<file path="src/rtl/msi_pkg.sv">
// Shared types of the snooping coherence controller.
// Assumes nothing beyond the two-bit encodings fixed here.
package msi_pkg;

    // Coherence state of one cache line
    typedef enum logic [1:0] {
        ST_INV = 2'd0,
        ST_SHR = 2'd1,
        ST_EXC = 2'd2
    } line_st_e;

    // Bus command encoding, visible at the ports
    typedef enum logic [1:0] {
        CMD_NONE    = 2'd0,
        CMD_RD_MISS = 2'd1,
        CMD_WR_MISS = 2'd2,
        CMD_WB      = 2'd3
    } bus_cmd_e;

    // Request sequencer phases
    typedef enum logic [2:0] {
        FS_IDLE = 3'd0,
        FS_ARB  = 3'd1,
        FS_WB   = 3'd2,
        FS_MISS = 3'd3,
        FS_FILL = 3'd4
    } fsm_e;

endpackage

</file>
<file path="src/rtl/msi_line_store.sv">
// Tag, data and state registers of the direct-mapped cache, with two
// combinational read ports and two write ports. The snoop port writes
// state only and wins over the sequencer port on the state field.
// Assumes the two write ports never target one line with conflicting
// intent; the top guarantees this by gating CPU hits on snoop clashes.
module msi_line_store
    import msi_pkg::*;
#(
    parameter int IDX_W  = 2,
    parameter int TAG_W  = 6,
    parameter int DATA_W = 8
) (
    input  logic              clk,
    input  logic              rst_n,
    input  logic              upd_we,
    input  logic [IDX_W-1:0]  upd_idx,
    input  line_st_e          upd_state,
    input  logic [TAG_W-1:0]  upd_tag,
    input  logic [DATA_W-1:0] upd_data,
    input  logic              snp_we,
    input  logic [IDX_W-1:0]  snp_idx,
    input  line_st_e          snp_state,
    input  logic [IDX_W-1:0]  ra_idx,
    output line_st_e          ra_state,
    output logic [TAG_W-1:0]  ra_tag,
    output logic [DATA_W-1:0] ra_data,
    input  logic [IDX_W-1:0]  rb_idx,
    output line_st_e          rb_state,
    output logic [TAG_W-1:0]  rb_tag,
    output logic [DATA_W-1:0] rb_data
);
    localparam int LINES = 1 << IDX_W;

    line_st_e          st_q   [LINES];
    logic [TAG_W-1:0]  tag_q  [LINES];
    logic [DATA_W-1:0] data_q [LINES];

    // Line registers: reset to Invalid, then apply snoop and sequencer writes
    always_ff @(posedge clk) begin
        for (int i = 0; i < LINES; i++) begin
            if (!rst_n) begin
                st_q[i]   <= ST_INV;
                tag_q[i]  <= '0;
                data_q[i] <= '0;
            end else begin
                if (snp_we && (snp_idx == IDX_W'(i))) begin
                    st_q[i] <= snp_state;
                end else if (upd_we && (upd_idx == IDX_W'(i))) begin
                    st_q[i] <= upd_state;
                end
                if (upd_we && (upd_idx == IDX_W'(i))) begin
                    tag_q[i]  <= upd_tag;
                    data_q[i] <= upd_data;
                end
            end
        end
    end

    // Read port A: CPU side and pending request
    always_comb begin
        ra_state = st_q[ra_idx];
        ra_tag   = tag_q[ra_idx];
        ra_data  = data_q[ra_idx];
    end

    // Read port B: snoop side
    always_comb begin
        rb_state = st_q[rb_idx];
        rb_tag   = tag_q[rb_idx];
        rb_data  = data_q[rb_idx];
    end

endmodule

</file>
<file path="src/rtl/msi_snoop_unit.sv">
// Decodes one observed bus transaction against the addressed line and
// produces the state downgrade, the abort toward memory and the dirty
// word. Assumes the bus shows at most one transaction per cycle and that
// no foreign transaction is shown while this cache owns the bus.
module msi_snoop_unit
    import msi_pkg::*;
#(
    parameter int ADDR_W = 8,
    parameter int IDX_W  = 2,
    parameter int DATA_W = 8,
    parameter int ID_W   = 2,
    parameter int MY_ID  = 0
) (
    input  logic              snp_valid,
    input  bus_cmd_e          snp_cmd,
    input  logic [ADDR_W-1:0] snp_addr,
    input  logic [ID_W-1:0]   snp_id,
    output logic [IDX_W-1:0]  rb_idx,
    input  line_st_e          rb_state,
    input  logic [ADDR_W-IDX_W-1:0] rb_tag,
    input  logic [DATA_W-1:0] rb_data,
    output logic              st_we,
    output line_st_e          st_new,
    output logic              abort,
    output logic [DATA_W-1:0] wb_data
);
    localparam int TAG_W = ADDR_W - IDX_W;

    logic foreign;
    logic match;

    // Snoop decision: foreign misses that match a valid line downgrade it
    always_comb begin
        rb_idx  = snp_addr[IDX_W-1:0];
        foreign = snp_valid && (snp_id != ID_W'(MY_ID));
        match   = (rb_state != ST_INV) && (rb_tag == snp_addr[ADDR_W-1:IDX_W]);
        st_we   = 1'b0;
        st_new  = rb_state;
        abort   = 1'b0;
        wb_data = rb_data;
        if (foreign && match) begin
            unique case (snp_cmd)
                CMD_RD_MISS: begin
                    if (rb_state == ST_EXC) begin
                        st_we  = 1'b1;
                        st_new = ST_SHR;
                        abort  = 1'b1;
                    end
                end
                CMD_WR_MISS: begin
                    st_we  = 1'b1;
                    st_new = ST_INV;
                    abort  = (rb_state == ST_EXC);
                end
                default: ;
            endcase
        end
    end

endmodule

</file>
<file path="src/rtl/msi_req_fsm.sv">
// CPU-side hit logic and the bus sequencer for misses: request the bus,
// after the grant write back a dirty victim if one is still present,
// place the miss, wait for the fill, then return to idle where the held
// request completes as a hit. The victim check happens at the grant, so
// a snoop serviced during arbitration restarts the request from the new
// state. Assumes the CPU holds its request stable until cpu_ready.
module msi_req_fsm
    import msi_pkg::*;
#(
    parameter int ADDR_W = 8,
    parameter int IDX_W  = 2,
    parameter int DATA_W = 8
) (
    input  logic              clk,
    input  logic              rst_n,
    input  logic              cpu_valid,
    input  logic              cpu_write,
    input  logic [ADDR_W-1:0] cpu_addr,
    input  logic [DATA_W-1:0] cpu_wdata,
    output logic              cpu_ready,
    output logic [DATA_W-1:0] cpu_rdata,
    input  logic              bus_gnt,
    output logic              bus_req,
    output logic              bus_out_valid,
    output bus_cmd_e          bus_out_cmd,
    output logic [ADDR_W-1:0] bus_out_addr,
    output logic [DATA_W-1:0] bus_out_data,
    input  logic              mem_rvalid,
    input  logic [DATA_W-1:0] mem_rdata,
    input  logic              snoop_clash,
    output logic [IDX_W-1:0]  ra_idx,
    input  line_st_e          line_state,
    input  logic [ADDR_W-IDX_W-1:0] line_tag,
    input  logic [DATA_W-1:0] line_data,
    output logic              upd_we,
    output line_st_e          upd_state,
    output logic [ADDR_W-IDX_W-1:0] upd_tag,
    output logic [DATA_W-1:0] upd_data,
    output logic              in_arb,
    output logic              in_fill
);
    localparam int TAG_W = ADDR_W - IDX_W;

    fsm_e              st_q, st_d;
    logic              req_wr_q;
    logic [ADDR_W-1:0] req_addr_q;
    logic [IDX_W-1:0]  req_idx;
    logic [TAG_W-1:0]  req_tag;
    logic [TAG_W-1:0]  cpu_tag;
    logic              hit;
    logic              victim_dirty;

    // Index selection and hit detection on the CPU read port
    always_comb begin
        req_idx      = req_addr_q[IDX_W-1:0];
        req_tag      = req_addr_q[ADDR_W-1:IDX_W];
        cpu_tag      = cpu_addr[ADDR_W-1:IDX_W];
        ra_idx       = (st_q == FS_IDLE) ? cpu_addr[IDX_W-1:0] : req_idx;
        hit          = (line_state != ST_INV) && (line_tag == cpu_tag) &&
                       (!cpu_write || (line_state == ST_EXC));
        cpu_ready    = (st_q == FS_IDLE) && cpu_valid && hit && !snoop_clash;
        cpu_rdata    = line_data;
        victim_dirty = (line_state == ST_EXC) && (line_tag != req_tag);
        in_arb       = (st_q == FS_ARB);
        in_fill      = (st_q == FS_FILL);
    end

    // Bus drive and line update for the current phase
    always_comb begin
        bus_req       = 1'b0;
        bus_out_valid = 1'b0;
        bus_out_cmd   = CMD_NONE;
        bus_out_addr  = '0;
        bus_out_data  = '0;
        upd_we        = 1'b0;
        upd_state     = line_state;
        upd_tag       = line_tag;
        upd_data      = line_data;
        unique case (st_q)
            FS_IDLE: begin
                if (cpu_ready && cpu_write) begin
                    upd_we   = 1'b1;
                    upd_data = cpu_wdata;
                end
            end
            FS_ARB: begin
                bus_req = 1'b1;
            end
            FS_WB: begin
                bus_req       = 1'b1;
                bus_out_valid = 1'b1;
                bus_out_cmd   = CMD_WB;
                bus_out_addr  = {line_tag, req_idx};
                bus_out_data  = line_data;
                upd_we        = 1'b1;
                upd_state     = ST_INV;
            end
            FS_MISS: begin
                bus_req       = 1'b1;
                bus_out_valid = 1'b1;
                bus_out_cmd   = req_wr_q ? CMD_WR_MISS : CMD_RD_MISS;
                bus_out_addr  = req_addr_q;
            end
            FS_FILL: begin
                bus_req = 1'b1;
                if (mem_rvalid) begin
                    upd_we    = 1'b1;
                    upd_state = req_wr_q ? ST_EXC : ST_SHR;
                    upd_tag   = req_tag;
                    upd_data  = mem_rdata;
                end
            end
            default: ;
        endcase
    end

    // Next phase: the victim is judged at the grant, not at the miss
    always_comb begin
        st_d = st_q;
        unique case (st_q)
            FS_IDLE: if (cpu_valid && !hit && !snoop_clash) st_d = FS_ARB;
            FS_ARB:  if (bus_gnt) st_d = victim_dirty ? FS_WB : FS_MISS;
            FS_WB:   st_d = FS_MISS;
            FS_MISS: st_d = FS_FILL;
            FS_FILL: if (mem_rvalid) st_d = FS_IDLE;
            default: st_d = FS_IDLE;
        endcase
    end

    // Phase and captured request registers
    always_ff @(posedge clk) begin
        if (!rst_n) begin
            st_q       <= FS_IDLE;
            req_wr_q   <= 1'b0;
            req_addr_q <= '0;
        end else begin
            st_q <= st_d;
            if ((st_q == FS_IDLE) && (st_d == FS_ARB)) begin
                req_wr_q   <= cpu_write;
                req_addr_q <= cpu_addr;
            end
        end
    end

endmodule

</file>
<file path="src/rtl/msi_snoop_ctrl.sv">
// Top of the per-cache coherence controller: line registers, snoop
// decoder and request sequencer. Snoop responses are combinational on
// the observed transaction. A CPU access to a line that a snoop updates
// in the same cycle is held off for that cycle. Assumes bus_gnt is never
// given in a cycle that also shows a foreign transaction, and that no
// foreign transaction appears while this cache holds the bus.
module msi_snoop_ctrl
    import msi_pkg::*;
#(
    parameter int ADDR_W = 8,
    parameter int IDX_W  = 2,
    parameter int DATA_W = 8,
    parameter int ID_W   = 2,
    parameter int MY_ID  = 0
) (
    input  logic              clk,
    input  logic              rst_n,
    input  logic              cpu_valid,
    input  logic              cpu_write,
    input  logic [ADDR_W-1:0] cpu_addr,
    input  logic [DATA_W-1:0] cpu_wdata,
    output logic              cpu_ready,
    output logic [DATA_W-1:0] cpu_rdata,
    output logic              bus_req,
    input  logic              bus_gnt,
    output logic              bus_out_valid,
    output logic [1:0]        bus_out_cmd,
    output logic [ADDR_W-1:0] bus_out_addr,
    output logic [DATA_W-1:0] bus_out_data,
    output logic [ID_W-1:0]   bus_out_id,
    input  logic              snp_valid,
    input  logic [1:0]        snp_cmd,
    input  logic [ADDR_W-1:0] snp_addr,
    input  logic [ID_W-1:0]   snp_id,
    output logic              snp_abort,
    output logic [DATA_W-1:0] snp_data,
    input  logic              mem_rvalid,
    input  logic [DATA_W-1:0] mem_rdata
);
    localparam int TAG_W = ADDR_W - IDX_W;

    logic [IDX_W-1:0]  ra_idx, rb_idx;
    line_st_e          ra_state, rb_state;
    logic [TAG_W-1:0]  ra_tag, rb_tag;
    logic [DATA_W-1:0] ra_data, rb_data;
    logic              upd_we;
    line_st_e          upd_state;
    logic [TAG_W-1:0]  upd_tag;
    logic [DATA_W-1:0] upd_data;
    logic              snp_st_we;
    line_st_e          snp_st_new;
    bus_cmd_e          out_cmd;
    logic              in_arb, in_fill;
    logic              snoop_upd;
    logic [1:0]        line_st;

    // Snoop touches the line the CPU side is looking at this cycle
    always_comb begin
        snoop_upd  = snp_st_we && (rb_idx == ra_idx);
        line_st    = ra_state;
        bus_out_cmd = out_cmd;
        bus_out_id = ID_W'(MY_ID);
    end

    msi_line_store #(
        .IDX_W (IDX_W),
        .TAG_W (TAG_W),
        .DATA_W(DATA_W)
    ) store_i (
        .clk      (clk),
        .rst_n    (rst_n),
        .upd_we   (upd_we),
        .upd_idx  (ra_idx),
        .upd_state(upd_state),
        .upd_tag  (upd_tag),
        .upd_data (upd_data),
        .snp_we   (snp_st_we),
        .snp_idx  (rb_idx),
        .snp_state(snp_st_new),
        .ra_idx   (ra_idx),
        .ra_state (ra_state),
        .ra_tag   (ra_tag),
        .ra_data  (ra_data),
        .rb_idx   (rb_idx),
        .rb_state (rb_state),
        .rb_tag   (rb_tag),
        .rb_data  (rb_data)
    );

    msi_snoop_unit #(
        .ADDR_W(ADDR_W),
        .IDX_W (IDX_W),
        .DATA_W(DATA_W),
        .ID_W  (ID_W),
        .MY_ID (MY_ID)
    ) snoop_i (
        .snp_valid(snp_valid),
        .snp_cmd  (bus_cmd_e'(snp_cmd)),
        .snp_addr (snp_addr),
        .snp_id   (snp_id),
        .rb_idx   (rb_idx),
        .rb_state (rb_state),
        .rb_tag   (rb_tag),
        .rb_data  (rb_data),
        .st_we    (snp_st_we),
        .st_new   (snp_st_new),
        .abort    (snp_abort),
        .wb_data  (snp_data)
    );

    msi_req_fsm #(
        .ADDR_W(ADDR_W),
        .IDX_W (IDX_W),
        .DATA_W(DATA_W)
    ) fsm_i (
        .clk          (clk),
        .rst_n        (rst_n),
        .cpu_valid    (cpu_valid),
        .cpu_write    (cpu_write),
        .cpu_addr     (cpu_addr),
        .cpu_wdata    (cpu_wdata),
        .cpu_ready    (cpu_ready),
        .cpu_rdata    (cpu_rdata),
        .bus_gnt      (bus_gnt),
        .bus_req      (bus_req),
        .bus_out_valid(bus_out_valid),
        .bus_out_cmd  (out_cmd),
        .bus_out_addr (bus_out_addr),
        .bus_out_data (bus_out_data),
        .mem_rvalid   (mem_rvalid),
        .mem_rdata    (mem_rdata),
        .snoop_clash  (snoop_upd),
        .ra_idx       (ra_idx),
        .line_state   (ra_state),
        .line_tag     (ra_tag),
        .line_data    (ra_data),
        .upd_we       (upd_we),
        .upd_state    (upd_state),
        .upd_tag      (upd_tag),
        .upd_data     (upd_data),
        .in_arb       (in_arb),
        .in_fill      (in_fill)
    );

endmodule

</file>
<file path="config.mk">
export PLATFORM = sky130hd
export DESIGN_NAME = msi_snoop_ctrl
export DESIGN_NICKNAME = d
export VERILOG_FILES = /design/src/rtl/msi_pkg.sv /design/src/rtl/msi_line_store.sv /design/src/rtl/msi_snoop_unit.sv /design/src/rtl/msi_req_fsm.sv /design/src/rtl/msi_snoop_ctrl.sv
export SDC_FILE = /design/constraint.sdc
export NUM_CORES = 1
export LEC_CHECK = 0
export BUFFER_PORTS_ARGS = -buffer_cell sky130_fd_sc_hd__buf_2
export CORE_UTILIZATION = 49
export DETAILED_ROUTE_END_ITERATION = 12
export HOLD_SLACK_MARGIN = 0.1
export PLACE_DENSITY = 0.71
export SETUP_SLACK_MARGIN = 0.1
export SYNTH_ARGS = -nofsm -noshare
export SYNTH_HDL_FRONTEND = slang
export SYNTH_HIERARCHICAL = 1
export SYNTH_SLANG_ARGS = --single-unit
</file>
<file path="constraint.sdc">
create_clock -name clk -period 5.2 [get_ports clk]
set_clock_uncertainty 0.15 [all_clocks]
set_input_delay 0.52 -clock clk [delete_from_list [all_inputs] [get_ports clk]]
set_output_delay 0.52 -clock clk [all_outputs]
set_load 0.005 [all_outputs]
</file>
==> results by group <==
Power and ir drop
  – Leakage Power: around 2.2 nW
  – IR drop worst, VDD: between 0.0001 and 0.00015 V
  – Total power per unit cell area: 287 nW/um2

Clock tree
  – CTS H-Tree Depth: 3
  – Clock insertion delay at the later pin of the skew report: between 0.3 and 0.4 ns
  – Clock root buffer: sky130_fd_sc_hd__clkbuf_8
  – Number of cells upsized or downsized after cts: 0
  – Post-CTS Setup Bufs: 0
  – Hold bufs inserted after CTS: 0
  – Number of buffers on the longest clock path: 2
  – Clock transition at path regs: 0.09 ns
  – Clock Sink Count: 76
  – Cts bufs inserted: 9
  – Clock tree from TritonCTS: built

Timing
  – Ratio of final minimum period to clock period: approximately 86%
  – Total Neg Setup Slack: 0 ns
  – Peak clock frequency supported by timing: 0.224 GHz
  – Setup repair after global routing missed its margin: no
  – Final hold violation count: 0
  – Worst hold slack: 0.287 ns
  – Slew at the pin closest to its max-slew limit: around 1.2 ns
  – Number of failing setup endpoints in the final timing report: 0
  – Relative max-transition margin: 18.9%
  – Tmin final: 4.47 ns
  – Final max-slew violation count: 0

Global route
  – Total grt overflow: 0
  – Maximum number of pins on one net before global-route repair: 27
  – GRT Overall Usage: roughly a quarter
  – Number of antenna violations at the first check in global routing: 0
  – Via count of the first global-routing pass: 3360
  – First-pass GRT wire length: 17900 um

Floorplanning
  – Initial Utilization: between 50% and 60%
  – Standard-cell rows: 36
  – Number of top-level pins: 83
  – Die outline width: roughly 100 um
  – Die height: between 100 and 150 um
  – Core area: 9770 um2
  – Die Outline Area: about 10000 um2

Route
  – Residual antenna-violating net count after detailed routing: 0
  – Total wirelength of the detailed-routed design: around 12000 um
  – Number of remaining DRC errors: 0
  – Via count: 3417
  – Drt first pass iters: 5
  – Number of design-rule violations left by the first detailed-router iteration: about 200
  – Average wire per cell in the routed design: approximately 20 um
  – Via/cell ratio: between 5 and 6

Yosys
  – Average instance area after synthesis: roughly 12 um2
  – Yosys warning count: 6
  – Cells after Synth: 400
  – Area of the mapped netlist: 4940 um2

Worst hold path
  – Critical hold path startpoint: cpu_addr[1]
  – Type of the tightest min-delay check: in2reg
  – Hold Path Depth: 3
  – Endpoint with the worst hold slack: fsm_i/req_addr_q[1]$_SDFFE_PN0P_

Worst setup path
  – Critical path arrival: between 4 and 5 ns
  – Cell depth of the worst flop-to-flop path: 11
  – Type of the worst setup path: in2reg
  – Slack of the worst reg-to-reg path: a little over 0.8 ns
  – Peak fanout along the critical path: 10
  – CP Capture Type: flop
  – Reg2reg start: fsm_i/st_q[1]$_SDFF_PN0_
  – Critical Path RT: between 5 and 6 ns
  – Startpoint Class: primary input
  – Endpoint of the most critical register-to-register path: store_i/st_q[2][1]$_SDFFCE_PN0P_

Final layout
  – Number of nets in the finished design: slightly above 500
  – Fraction of final layout cells with drive strength greater than 1: a little under a third
  – Commonest non-fill, non-tap cell in the layout: sky130_fd_sc_hd__buf_2
  – Commonest cells after routing, fill and taps aside: sky130_fd_sc_hd__buf_2, sky130_fd_sc_hd__edfxtp_1, sky130_fd_sc_hd__and2_1, sky130_fd_sc_hd__mux4_2, sky130_fd_sc_hd__mux2i_1
  – Growth of design area from synthesis to finish: 10.8%
  – Diodes inserted: 0

Placement
  – Total of buffers placed on input and output ports: 80
  – Detailed-placement wirelength estimate: 8430 um
  – Last weighted congestion value of the routability-driven placer: slightly below 0.9

Outcome
  – Status: completed

Run
  – Count of maximum capacitance violations: 0
## cell type report
| cell class | instances | area (um2) |
|---|---|---|
| fill | 849 | 4290 |
| multi-input combinational | 268 | 2410 |
| sequential | 76 | 2160 |
| timing repair buffer | 93 | 498 |
| tap | 133 | 166 |
| clock buffer | 9 | 124 |
| clock inverter | 7 | 65.1 |
| inverter | 14 | 52.6 |
## routing by layer
layer  track usage, %  up-vias  share of wire [%]
met1             30.5     1690                 41
met4             9.01        0                2.1
met3             4.51       20                5.4
met5                0        -                  0
met2             39.9      115                 51
li1                 -     1592                  -
## flip-flops by register name, summed over array words and instances, names as in the netlist
register and count:
store_i/tag_q 24, fsm_i/st_q 3, store_i/data_q 32, store_i/st_q 8, fsm_i/req_wr_q 1, fsm_i/req_addr_q 8
## worst max-delay path, stage by stage
cell	delay [ns]
sky130_fd_sc_hd__buf_2	0.33
sky130_fd_sc_hd__buf_4	0.26
sky130_fd_sc_hd__mux4_2	0.52
sky130_fd_sc_hd__xor2_1	0.17
sky130_fd_sc_hd__nor4_2	0.23
sky130_fd_sc_hd__o2111ai_1	0.20
sky130_fd_sc_hd__nor2_1	0.31
sky130_fd_sc_hd__and3_1	0.19
sky130_fd_sc_hd__and3b_1	0.18
sky130_fd_sc_hd__and4_4	0.26
sky130_fd_sc_hd__or3_1	0.51
sky130_fd_sc_hd__and4bb_1	0.34
sky130_fd_sc_hd__nor2b_1	0.18
sky130_fd_sc_hd__a32o_1	0.22
## worst max-delay path by stage
stage                             start                                  to  slack, ns  cells after the start
6_report                    snp_addr[0]        store_i/st_q[0][1]$_DFFE_PP_       0.73                     14
5_1_grt                     snp_addr[0]        store_i/st_q[1][1]$_DFFE_PP_       0.39                     14
4_1_cts                     snp_addr[0]  store_i/data_q[2][6]$_SDFFCE_PN0P_       0.76                     13
3_5_place_dp                snp_addr[0]    store_i/st_q[2][1]$_SDFFCE_PN0P_       0.38                     14
3_3_place_gp                snp_addr[0]        store_i/st_q[0][0]$_DFFE_PP_       0.54                     14
2_1_floorplan  fsm_i/st_q[0]$_SDFF_PN0_        store_i/st_q[1][0]$_DFFE_PP_       0.59                     13
## per-stage QoR
step	cells	utilization [%]	total power, W	cell area, um2	setup WS (ns)
2_1_floorplan	401	-	0.00105	4950	0.585
3_3_place_gp	584	54.1	0.00113	5290	0.544
3_5_place_dp	584	54.1	0.00114	5290	0.378
4_1_cts	600	56.1	0.00158	5480	0.763
5_1_grt	600	56.1	0.00165	5480	0.391
6_report	600	56.1	0.00157	5480	0.728
## report_power, final
part | leakage (nW) | switching, W | internal (W)
clock network | 0.0947 | 0.000253 | 0.000186
logic | 1.37 | 0.000233 | 0.000184
registers | 0.761 | 0.0000222 | 0.000695
total | 2.23 | 0.000508 | 0.00106
Note: power is estimated with default switching activity, not from simulation.
